`src/rtl/ook_rx_pkg.sv`:
```
package ook_rx_pkg;

    typedef enum logic [1:0] {
        S_QUIET = 2'd0,
        S_PDOM  = 2'd1,
        S_PREC  = 2'd2,
        S_DATA  = 2'd3
    } rx_state_e;

endpackage

```
`src/rtl/ook_destuff.sv`:
```
module ook_destuff #(
    parameter int RUN_MAX = 4,
    localparam int LW = $clog2(RUN_MAX + 1)
) (
    input  logic          run_pol,
    input  logic [LW-1:0] run_len,
    input  logic          bit_in,
    output logic          is_stuff,
    output logic          stuff_bad,
    output logic          nxt_pol,
    output logic [LW-1:0] nxt_len
);

    localparam logic [LW-1:0] RUN_LIM = LW'(RUN_MAX);
    localparam logic [LW-1:0] ONE     = LW'(1);

    always_comb begin
        is_stuff  = (run_len == RUN_LIM);
        stuff_bad = is_stuff && (bit_in == run_pol);
        if (!is_stuff && (bit_in == run_pol)) begin
            nxt_pol = run_pol;
            nxt_len = run_len + ONE;
        end else begin
            nxt_pol = bit_in;
            nxt_len = ONE;
        end
    end

endmodule

```
`src/rtl/ook_inv_check.sv`:
```
module ook_inv_check #(
    parameter int ID_W = 8
) (
    input  logic [2*ID_W-1:0] word,
    output logic              match,
    output logic [ID_W-1:0]   id_part
);

    always_comb begin
        id_part = word[2*ID_W-1:ID_W];
        match   = (word[2*ID_W-1:ID_W] == ~word[ID_W-1:0]);
    end

endmodule

```
`src/rtl/ook_frame_rx.sv`:
```
module ook_frame_rx
    import ook_rx_pkg::*;
#(
    parameter int ID_W      = 8,
    parameter int IDLE_BITS = 6,
    parameter int PRE_BITS  = 5,
    parameter int RUN_MAX   = 4
) (
    input  logic            clk,
    input  logic            rst_n,
    input  logic            rx_line,
    input  logic            bit_stb,
    output logic [ID_W-1:0] id_out,
    output logic            id_valid,
    output logic            frame_err
);

    localparam int PAY_BITS = 2 * ID_W;
    localparam int CW       = $clog2(IDLE_BITS + PRE_BITS + 1);
    localparam int LW       = $clog2(RUN_MAX + 1);
    localparam int NW       = $clog2(PAY_BITS + 1);

    localparam logic [CW-1:0] IDLE_C = CW'(IDLE_BITS);
    localparam logic [CW-1:0] PRE_C  = CW'(PRE_BITS);
    localparam logic [CW-1:0] C_ONE  = CW'(1);
    localparam logic [NW-1:0] N_LAST = NW'(PAY_BITS - 1);
    localparam logic [NW-1:0] N_ONE  = NW'(1);

    typedef struct packed {
        rx_state_e         st;
        logic [CW-1:0]     cnt;
        logic              run_pol;
        logic [LW-1:0]     run_len;
        logic [PAY_BITS-1:0] sh;
        logic [NW-1:0]     nbits;
        logic [ID_W-1:0]   id;
        logic              valid;
        logic              err;
    } rx_regs_t;

    rx_regs_t q, d;

    logic          is_stuff, stuff_bad, nxt_pol;
    logic [LW-1:0] nxt_len;
    logic          inv_ok;
    logic [ID_W-1:0] id_cand;
    logic [PAY_BITS-1:0] word_now;

    assign word_now = {q.sh[PAY_BITS-2:0], rx_line};

    ook_destuff #(.RUN_MAX(RUN_MAX)) u_destuff (
        .run_pol  (q.run_pol),
        .run_len  (q.run_len),
        .bit_in   (rx_line),
        .is_stuff (is_stuff),
        .stuff_bad(stuff_bad),
        .nxt_pol  (nxt_pol),
        .nxt_len  (nxt_len)
    );

    ook_inv_check #(.ID_W(ID_W)) u_inv (
        .word   (word_now),
        .match  (inv_ok),
        .id_part(id_cand)
    );

    always_comb begin
        d       = q;
        d.valid = 1'b0;
        d.err   = 1'b0;
        if (bit_stb) begin
            unique case (q.st)
                S_QUIET: begin
                    if (!rx_line) begin
                        if (q.cnt < IDLE_C) d.cnt = q.cnt + C_ONE;
                    end else if (q.cnt == IDLE_C) begin
                        d.st  = S_PDOM;
                        d.cnt = C_ONE;
                    end else begin
                        d.cnt = '0;
                    end
                end
                S_PDOM: begin
                    if (rx_line) begin
                        if (q.cnt == PRE_C) begin
                            d.st  = S_QUIET;
                            d.cnt = '0;
                        end else begin
                            d.cnt = q.cnt + C_ONE;
                        end
                    end else if (q.cnt == PRE_C) begin
                        d.st  = S_PREC;
                        d.cnt = C_ONE;
                    end else begin
                        d.st  = S_QUIET;
                        d.cnt = '0;
                    end
                end
                S_PREC: begin
                    if (!rx_line) begin
                        if (q.cnt == PRE_C) begin
                            d.st  = S_QUIET;
                            d.cnt = '0;
                        end else begin
                            d.cnt = q.cnt + C_ONE;
                        end
                    end else if (q.cnt == PRE_C) begin
                        d.st      = S_DATA;
                        d.run_pol = 1'b1;
                        d.run_len = LW'(1);
                        d.nbits   = '0;
                    end else begin
                        d.st  = S_QUIET;
                        d.cnt = '0;
                    end
                end
                S_DATA: begin
                    if (stuff_bad) begin
                        d.err = 1'b1;
                        d.st  = S_QUIET;
                        d.cnt = '0;
                    end else begin
                        d.run_pol = nxt_pol;
                        d.run_len = nxt_len;
                        if (!is_stuff) begin
                            d.sh    = word_now;
                            d.nbits = q.nbits + N_ONE;
                            if (q.nbits == N_LAST) begin
                                d.st  = S_QUIET;
                                d.cnt = '0;
                                if (inv_ok) begin
                                    d.id    = id_cand;
                                    d.valid = 1'b1;
                                end else begin
                                    d.err = 1'b1;
                                end
                            end
                        end
                    end
                end
                default: begin
                    d.st  = S_QUIET;
                    d.cnt = '0;
                end
            endcase
        end
    end

    always_ff @(posedge clk or negedge rst_n) begin
        if (!rst_n) begin
            q <= '{st: S_QUIET, cnt: '0, run_pol: 1'b0, run_len: '0,
                   sh: '0, nbits: '0, id: '0, valid: 1'b0, err: 1'b0};
        end else begin
            q <= d;
        end
    end

    assign id_out    = q.id;
    assign id_valid  = q.valid;
    assign frame_err = q.err;

    // accept pulse lasts one clock
    a_r4_valid_one_clock: assert property (@(posedge clk) disable iff (!rst_n)
        id_valid |=> !id_valid);

    // a rejected frame never also reports an ID
    a_r7_no_valid_with_err: assert property (@(posedge clk) disable iff (!rst_n)
        !(id_valid && frame_err));

    // ID output moves only together with the valid pulse
    a_r8_id_holds: assert property (@(posedge clk) disable iff (!rst_n)
        (id_out != $past(id_out)) |-> id_valid);

    // nothing moves after a cycle without a strobe
    a_r9_idle_between_strobes: assert property (@(posedge clk) disable iff (!rst_n)
        !bit_stb |=> ($stable(q.st) && !id_valid && !frame_err));

    // run length stays within 1..RUN_MAX while collecting payload
    a_r5_run_bounded: assert property (@(posedge clk) disable iff (!rst_n)
        (q.st == S_DATA) |-> (q.run_len != '0 && q.run_len <= LW'(RUN_MAX)));

    // a finished frame leaves the receiver in quiet search with a cleared count
    a_r10_back_to_quiet: assert property (@(posedge clk) disable iff (!rst_n)
        (id_valid || frame_err) |-> (q.st == S_QUIET && q.cnt == '0));

endmodule

```
`config.mk`:
```
export PLATFORM = sky130hd
export DESIGN_NAME = ook_frame_rx
export DESIGN_NICKNAME = d
export VERILOG_FILES = /design/src/rtl/ook_rx_pkg.sv /design/src/rtl/ook_destuff.sv /design/src/rtl/ook_inv_check.sv /design/src/rtl/ook_frame_rx.sv
export SDC_FILE = /design/constraint.sdc
export NUM_CORES = 1
export LEC_CHECK = 0
export BUFFER_PORTS_ARGS = -buffer_cell sky130_fd_sc_hd__buf_2
export CORE_MARGIN = 2
export CORE_UTILIZATION = 54
export DETAILED_ROUTE_END_ITERATION = 10
export HOLD_SLACK_MARGIN = 0.03
export MAX_ROUTING_LAYER = met4
export PLACE_DENSITY = 0.75
export REMOVE_ABC_BUFFERS = 1
export SYNTH_ARGS = -nofsm -noshare
export SYNTH_HDL_FRONTEND = slang
export SYNTH_SLANG_ARGS = --single-unit
```
`constraint.sdc`:
```
create_clock -name clk -period 1.9 [get_ports clk]
set_clock_uncertainty 0.1 [all_clocks]
set_input_delay 0.19 -clock clk [delete_from_list [all_inputs] [get_ports clk]]
set_output_delay 0.19 -clock clk [all_outputs]
set_load 0.005 [all_outputs]
```
# Yosys cells after proc, flatten, opt, wreduce, memory -nomap -nowiden
# Index checks and enable logic that the tools add are counted.
dict set report totals {
  ff_bits 41
  latch_bits 0
  mem_bits_rw 0
  mem_bits_ro 0
  input_bits 4
  output_inout_bits 10
  word_cells 80
  mem_count 0
}
dict set report op_classes {
  n_addsub 3
  multipliers 0
  div 0
  n_lt_le_gt_ge 1
  eq_ne 20
  shifts 0
  n_mux 32
  bitwise_logic 3
  n_reduce_logical 12
}
# operator count
set op_table {}
lappend op_table {{$mux W6} 6}
lappend op_table {{$mux W34} 1}
lappend op_table {{$mux W31} 1}
lappend op_table {{$mux W4} 6}
lappend op_table {{$pmux W6 S4} 1}
lappend op_table {{$reduce_and A6 Y1} 3}
lappend op_table {{$reduce_and A5 Y1} 3}
lappend op_table {{$ne A2 B2 Y1 const B} 7}
lappend op_table {{$mux W2} 6}
lappend op_table {{$ne A3 B3 Y1 const B} 4}
lappend op_table {{$mux W10} 1}
lappend op_table {{$mux W5} 2}
lappend op_table {{$pmux W5 S2} 1}
lappend op_table {{$mux W9} 1}
lappend op_table {{$eq A4 B3 Y1 const B} 2}
lappend op_table {{$eq A8 B8 Y1} 1}
lappend op_table {{$not A8 Y8} 1}
lappend op_table {{$pmux W4 S2} 1}
lappend op_table {{$add A5 B1 Y5 const B} 1}
lappend op_table {{$eq A5 B4 Y1 const B} 1}
lappend op_table {{$add A4 B1 Y4 const B} 1}
lappend op_table {{$eq A2 B2 Y1 const B} 2}
lappend op_table {{$lt A4 B3 Y1 const B} 1}
lappend op_table {{$mux W1} 4}
lappend op_table {{11 further kinds} 13}

# Depth between registers and ports, before layout
dict set report logic_depth {
  ltp_word 8
  depth_mapped 10
  mapped_depth_nobuf 8
}

# Cells and area by module
# Synthesis repeated with hierarchy kept, for this count alone.
dict set report hier_totals {
  cells_unflattened 201
  hier_area_um2 2195.9
}
# module instances cells_each area_each_um2 seq_area_each_um2
set modules_own_cells {}
lappend modules_own_cells {ook_frame_rx 1 167 1953.1 1001.0}
lappend modules_own_cells {ook_inv_check 1 19 146.4 0.0}
lappend modules_own_cells {ook_destuff 1 15 96.3 0.0}

# Least setup slack after synthesis
# No wires, ideal clock.
dict set report synth_path {
  path_type {flip-flop to flip-flop}
  from {register q[31] (netlist name)}
  to {register q, in the netlist id_out[0]}
  setup_time_ns 0.125
  t_arrival_ns 1.833
  t_required_ns 1.675
  path_slack_ns -0.158
  stages_incl_launch_ff 11
  n_path_buf 3
  synth_period_minus_slack_ns 2.058
  cell_sequence {dfrtp_1 -> inv_1 -> ha_1 -> and2_1 -> buf_6 -> nor2_4 -> and2_4 -> buf_6 -> and3_4 -> buf_6 -> mux2_4}
}
dict set report synth_between {
  elab_chain_len 4
  elab_cells_between_ends 5
  cone_classes {eq/ne: 1; bitwise: 2; reduce/logical: 2}
}
# item line
set synth_rtl {}
lappend synth_rtl {{start: declaration} ook_frame_rx.sv:41} ;# rx_regs_t q, d;
lappend synth_rtl {{start signal: assignment} ook_frame_rx.sv:151} ;# q <= '{st: S_QUIET, cnt: '0, run_pol: 1'b0, run_len: '0,
lappend synth_rtl {{$eq A3 B3 Y1 (*)} ook_destuff.sv:18} ;# is_stuff = (run_len == RUN_LIM);
lappend synth_rtl {{$logic_and A1 B1 Y1} ook_destuff.sv:19} ;# stuff_bad = is_stuff && (bit_in == run_pol);
lappend synth_rtl {{$not A1 Y1 (no line)} --}
lappend synth_rtl {{$reduce_and A6 Y1 (no line) (*)} --}
# Mark *: on every way between the ends. The rest lies on a longest branch, timed or not.
# A chain may end at the register's enable or synchronous reset.

# Final worst setup path
dict set report layout_path {
  from {register q[11] (netlist name)}
  to {register q[40] (netlist name)}
}
dict set report layout_between {
  elab_chain_len 3
}
# item line
set layout_rtl {}
lappend layout_rtl {{$eq A5 B4 Y1} ook_frame_rx.sv:128} ;# if (q.nbits == N_LAST) begin
lappend layout_rtl {{$ne A3 B3 Y1 (no line)} --}
lappend layout_rtl {{$reduce_and A5 Y1 (no line)} --}
# Every way passes these cells.

==> summary.md <==
| Metric | Value |
|---|---|
| Share of layout cells above drive strength 1 | 35.6% |
| WL/cell | 16.0 um |
| Setup TNS | -155 ps |
| Post-Synthesis Cells | 235 |
| CTS Sinks | 40 |
| CP Capture Type | flip-flop |
| CTS tree | yes |
| EDFF count, synth | 0 |
| Violated checks | negative setup slack |
| Synth top area share | 44.7% |
| Critical path arrival | 2100 ps |
| Clock Path Buffers | 2 |
| Final number of hold-violating endpoints | 0 |
| Skew-Pair Late Insertion Delay | 300 ps |
| Hpwl dp | 3.37 mm |
| CP Launch Type | flip-flop |
| Reg clk slew, reported paths | 80 ps |
| Design Power | 2.12 mW |
| Pre-CTS setup slack | -130 ps |
| Core area | 4000 sq um |
| Diodes inserted | 0 |
| Cell with the most instances after synthesis | nand2_1 |
| DRT iter0 DRCs | 199 |
| Fillers | 285 |
| Unrepaired setup endpoints after global routing | yes |
| Crit path cell chain | ha_2 -> and3_4 -> ha_4 -> a21boi_4 -> a211oi_4 -> nand2b_4 -> a21o_1 -> o2bb2ai_2 |
| Final WL | 5.28 mm |
| Die area | 4680 sq um |
| CP Class | flip-flop to flip-flop |
| Finished Layout Cells | 331 |
| Final GP Congestion | 0.879 |
| Total gr overflow | 0 |
| Max-slew violations | 0 |
| Achievable frequency | 0.508 GHz |
| CTS Buf Count | 5 |
| Max-cap viol count | 0 |
| Area contributors post-synth | dfrtp_1, nand2_1, mux2_4, ha_1, xor2_1 |
| #FFs+latches synth | 40 |
| Vias in the first global route | 1821 |
| Drt pass-1 iters | 4 |
| Area after DPL | 2490 sq um |
| Gr usage total | 25.5% |
| CP required | 2030 ps |
| Crit path largest cell delay | 410 ps |
| Placed insts | 313 |
| Tmin final | 1970 ps |
| Vias | 1833 |
| Synth async-reset ratio | 100% |
| Initial Utilization | 56.0% |
| Period utilization | 104% |
| Layout Nets | 292 |
| Actual slew at the worst max-slew pin | 519 ps |
| Critical Path Fanout Max | 4 |
| Final setup viols | 10 |
| # H-tree levels | 2 |
| Area of the multi-input gates | 1210 sq um |
| Area leader, netlist | dfrtp_1 |
| Synth Cell Area | 2240 sq um |
| Leakage | 1.43 nW |
| PwrDens | 760 nW/um^2 |
| Port Buffers | 13 |
| Synth unique cells | 46 |
| First-pass GRT wire length | 8.43 mm |
| Final worst slack | -69.8 ps |
| Design area | 2790 sq um |
| Slowest CP cell | dfrtp_1 |
| Boundary Pins | 14 |
| Initial antenna violation count | 0 |
| Synth warn | 0 |
| Hold Path Class | primary input to flip-flop |
| Routed Antenna Nets | 0 |
| Peak supply drop | 390 uV |
| Area growth syn-to-layout | 24.6% |
| Vias per inst | 5.54 |
| Die Y-Extent | 68.4 um |
| Worst slew margin | 65.4% |
| Main synth FF type | dfrtp_1 |
| Pin count of the biggest net entering global routing | 23 |
| Top cells by count, synth | nand2_1, dfrtp_1, o21ai_0 |
| Die width | 68.4 um |
| Sequential area share after synthesis | 44.7% |
| # DRC | 0 |
| FF+latch area | 1000 sq um |
| Row cnt | 23 |
| Status | complete, but fails checks |
| Root buf cell | clkbuf_8 |
| Average size of a mapped cell | 9.53 sq um |
[flip-flops by register name, indices dropped and copies added, names as in the netlist]
signal     count
id_out         8
id_valid       1
frame_err      1
q             30
[path summary, 6_finish.rpt]
kind                       slack [ps]  depth (start not counted)                   from                     to
max in group asynchronous         860                          3                  rst_n  id_out[7]$_DFFE_PN0P_
max                               -70                          8      q[11]$_DFFE_PN0P_      q[40]$_DFFE_PN0P_
max reg2reg                       -70                          8      q[11]$_DFFE_PN0P_      q[40]$_DFFE_PN0P_
min reg2reg                       410                          1  id_out[6]$_DFFE_PN0P_  id_out[6]$_DFFE_PN0P_
min                               190                          2                bit_stb    frame_err$_DFF_PN0_
min in group asynchronous         300                          2                  rst_n      q[38]$_DFFE_PN0P_
[stage by stage]
step | hold WS, ps | utilization, %
final | 187 | 69.7
after floorplan | -206 | -
after global routing | 187 | 69.7
after detailed placement | 83.7 | 62.3
after global placement | 78.9 | 62.3
after CTS | 182 | 66.6
[power by group]
group          leakage [nW]  switching [mW]  internal, mW
clock                0.0400           0.300         0.249
combinational         0.847           0.311         0.248
sequential            0.539          0.0846         0.928
total                  1.43           0.695          1.42
[worst max-delay path: cells and delay by family (launching register included)]
kind,cells,cell delay [ps]
AOI/OAI and AO/OA,4,670
adders and majority gates,2,340
and+or+nand+nor,2,390
DFF,1,410
[metal layers]
metal	track usage [%]	wire (um)	vias to the layer above
met5	-	0	-
met4	10.5	101	0
met3	6.58	263	8
met2	38.1	2540	49
met1	32.8	2380	894
li1	-	-	882
[placed cells by master (no fill, tap or decap), types with 2 or more instances in the layout]
| cell | n |
|---|---|
| a21oi_1 | 8 |
| nand2_1 | 62 |
| buf_4 | 43 |
| xor2_1 | 9 |
| nor2b_1 | 3 |
| nor2_4 | 3 |
| inv_1 | 5 |
| a22o_1 | 3 |
| nand3_1 | 3 |
| ha_2 | 3 |
| clkbuf_8 | 5 |
| buf_2 | 13 |
| dfrtp_1 | 40 |
| nor2_1 | 6 |
| a31oi_1 | 2 |
| nand3b_1 | 3 |
| nor3_1 | 2 |
| and2_4 | 2 |
| mux2_4 | 8 |
| o21ai_1 | 3 |
| and3_1 | 3 |
| o21ai_0 | 10 |
| nor3b_1 | 3 |
| and3_4 | 2 |
| ha_1 | 3 |
[final cells by class]
class | count | share of cell area [%]
clock buffer | 5 | 2.47
clock inverter | 2 | 0.449
inverter | 6 | 0.808
multi-input combinational | 170 | 43.5
sequential | 40 | 35.9
tap | 50 | 2.24
timing repair buffer | 58 | 14.7
[logic make-up after synthesis]
logic type	Yosys count	share of synthesized area [%]
compound gates	40	11.6
buf+inv	25	6.76
fa+ha+maj	7	3.91
flops	40	44.7
simple gates	104	22.9
xor+xnor	10	4.25
mux	9	5.87
[what timing repair did]
action	4_1_cts	5_1_grt
gates resized for setup	14	17
hold buffers	1	0
setup buffers	4	7
pin swaps	9	9
setup endpoints to repair	13	18
endpoints found under the hold margin	20	0
(Power assumes the default switching activity.)
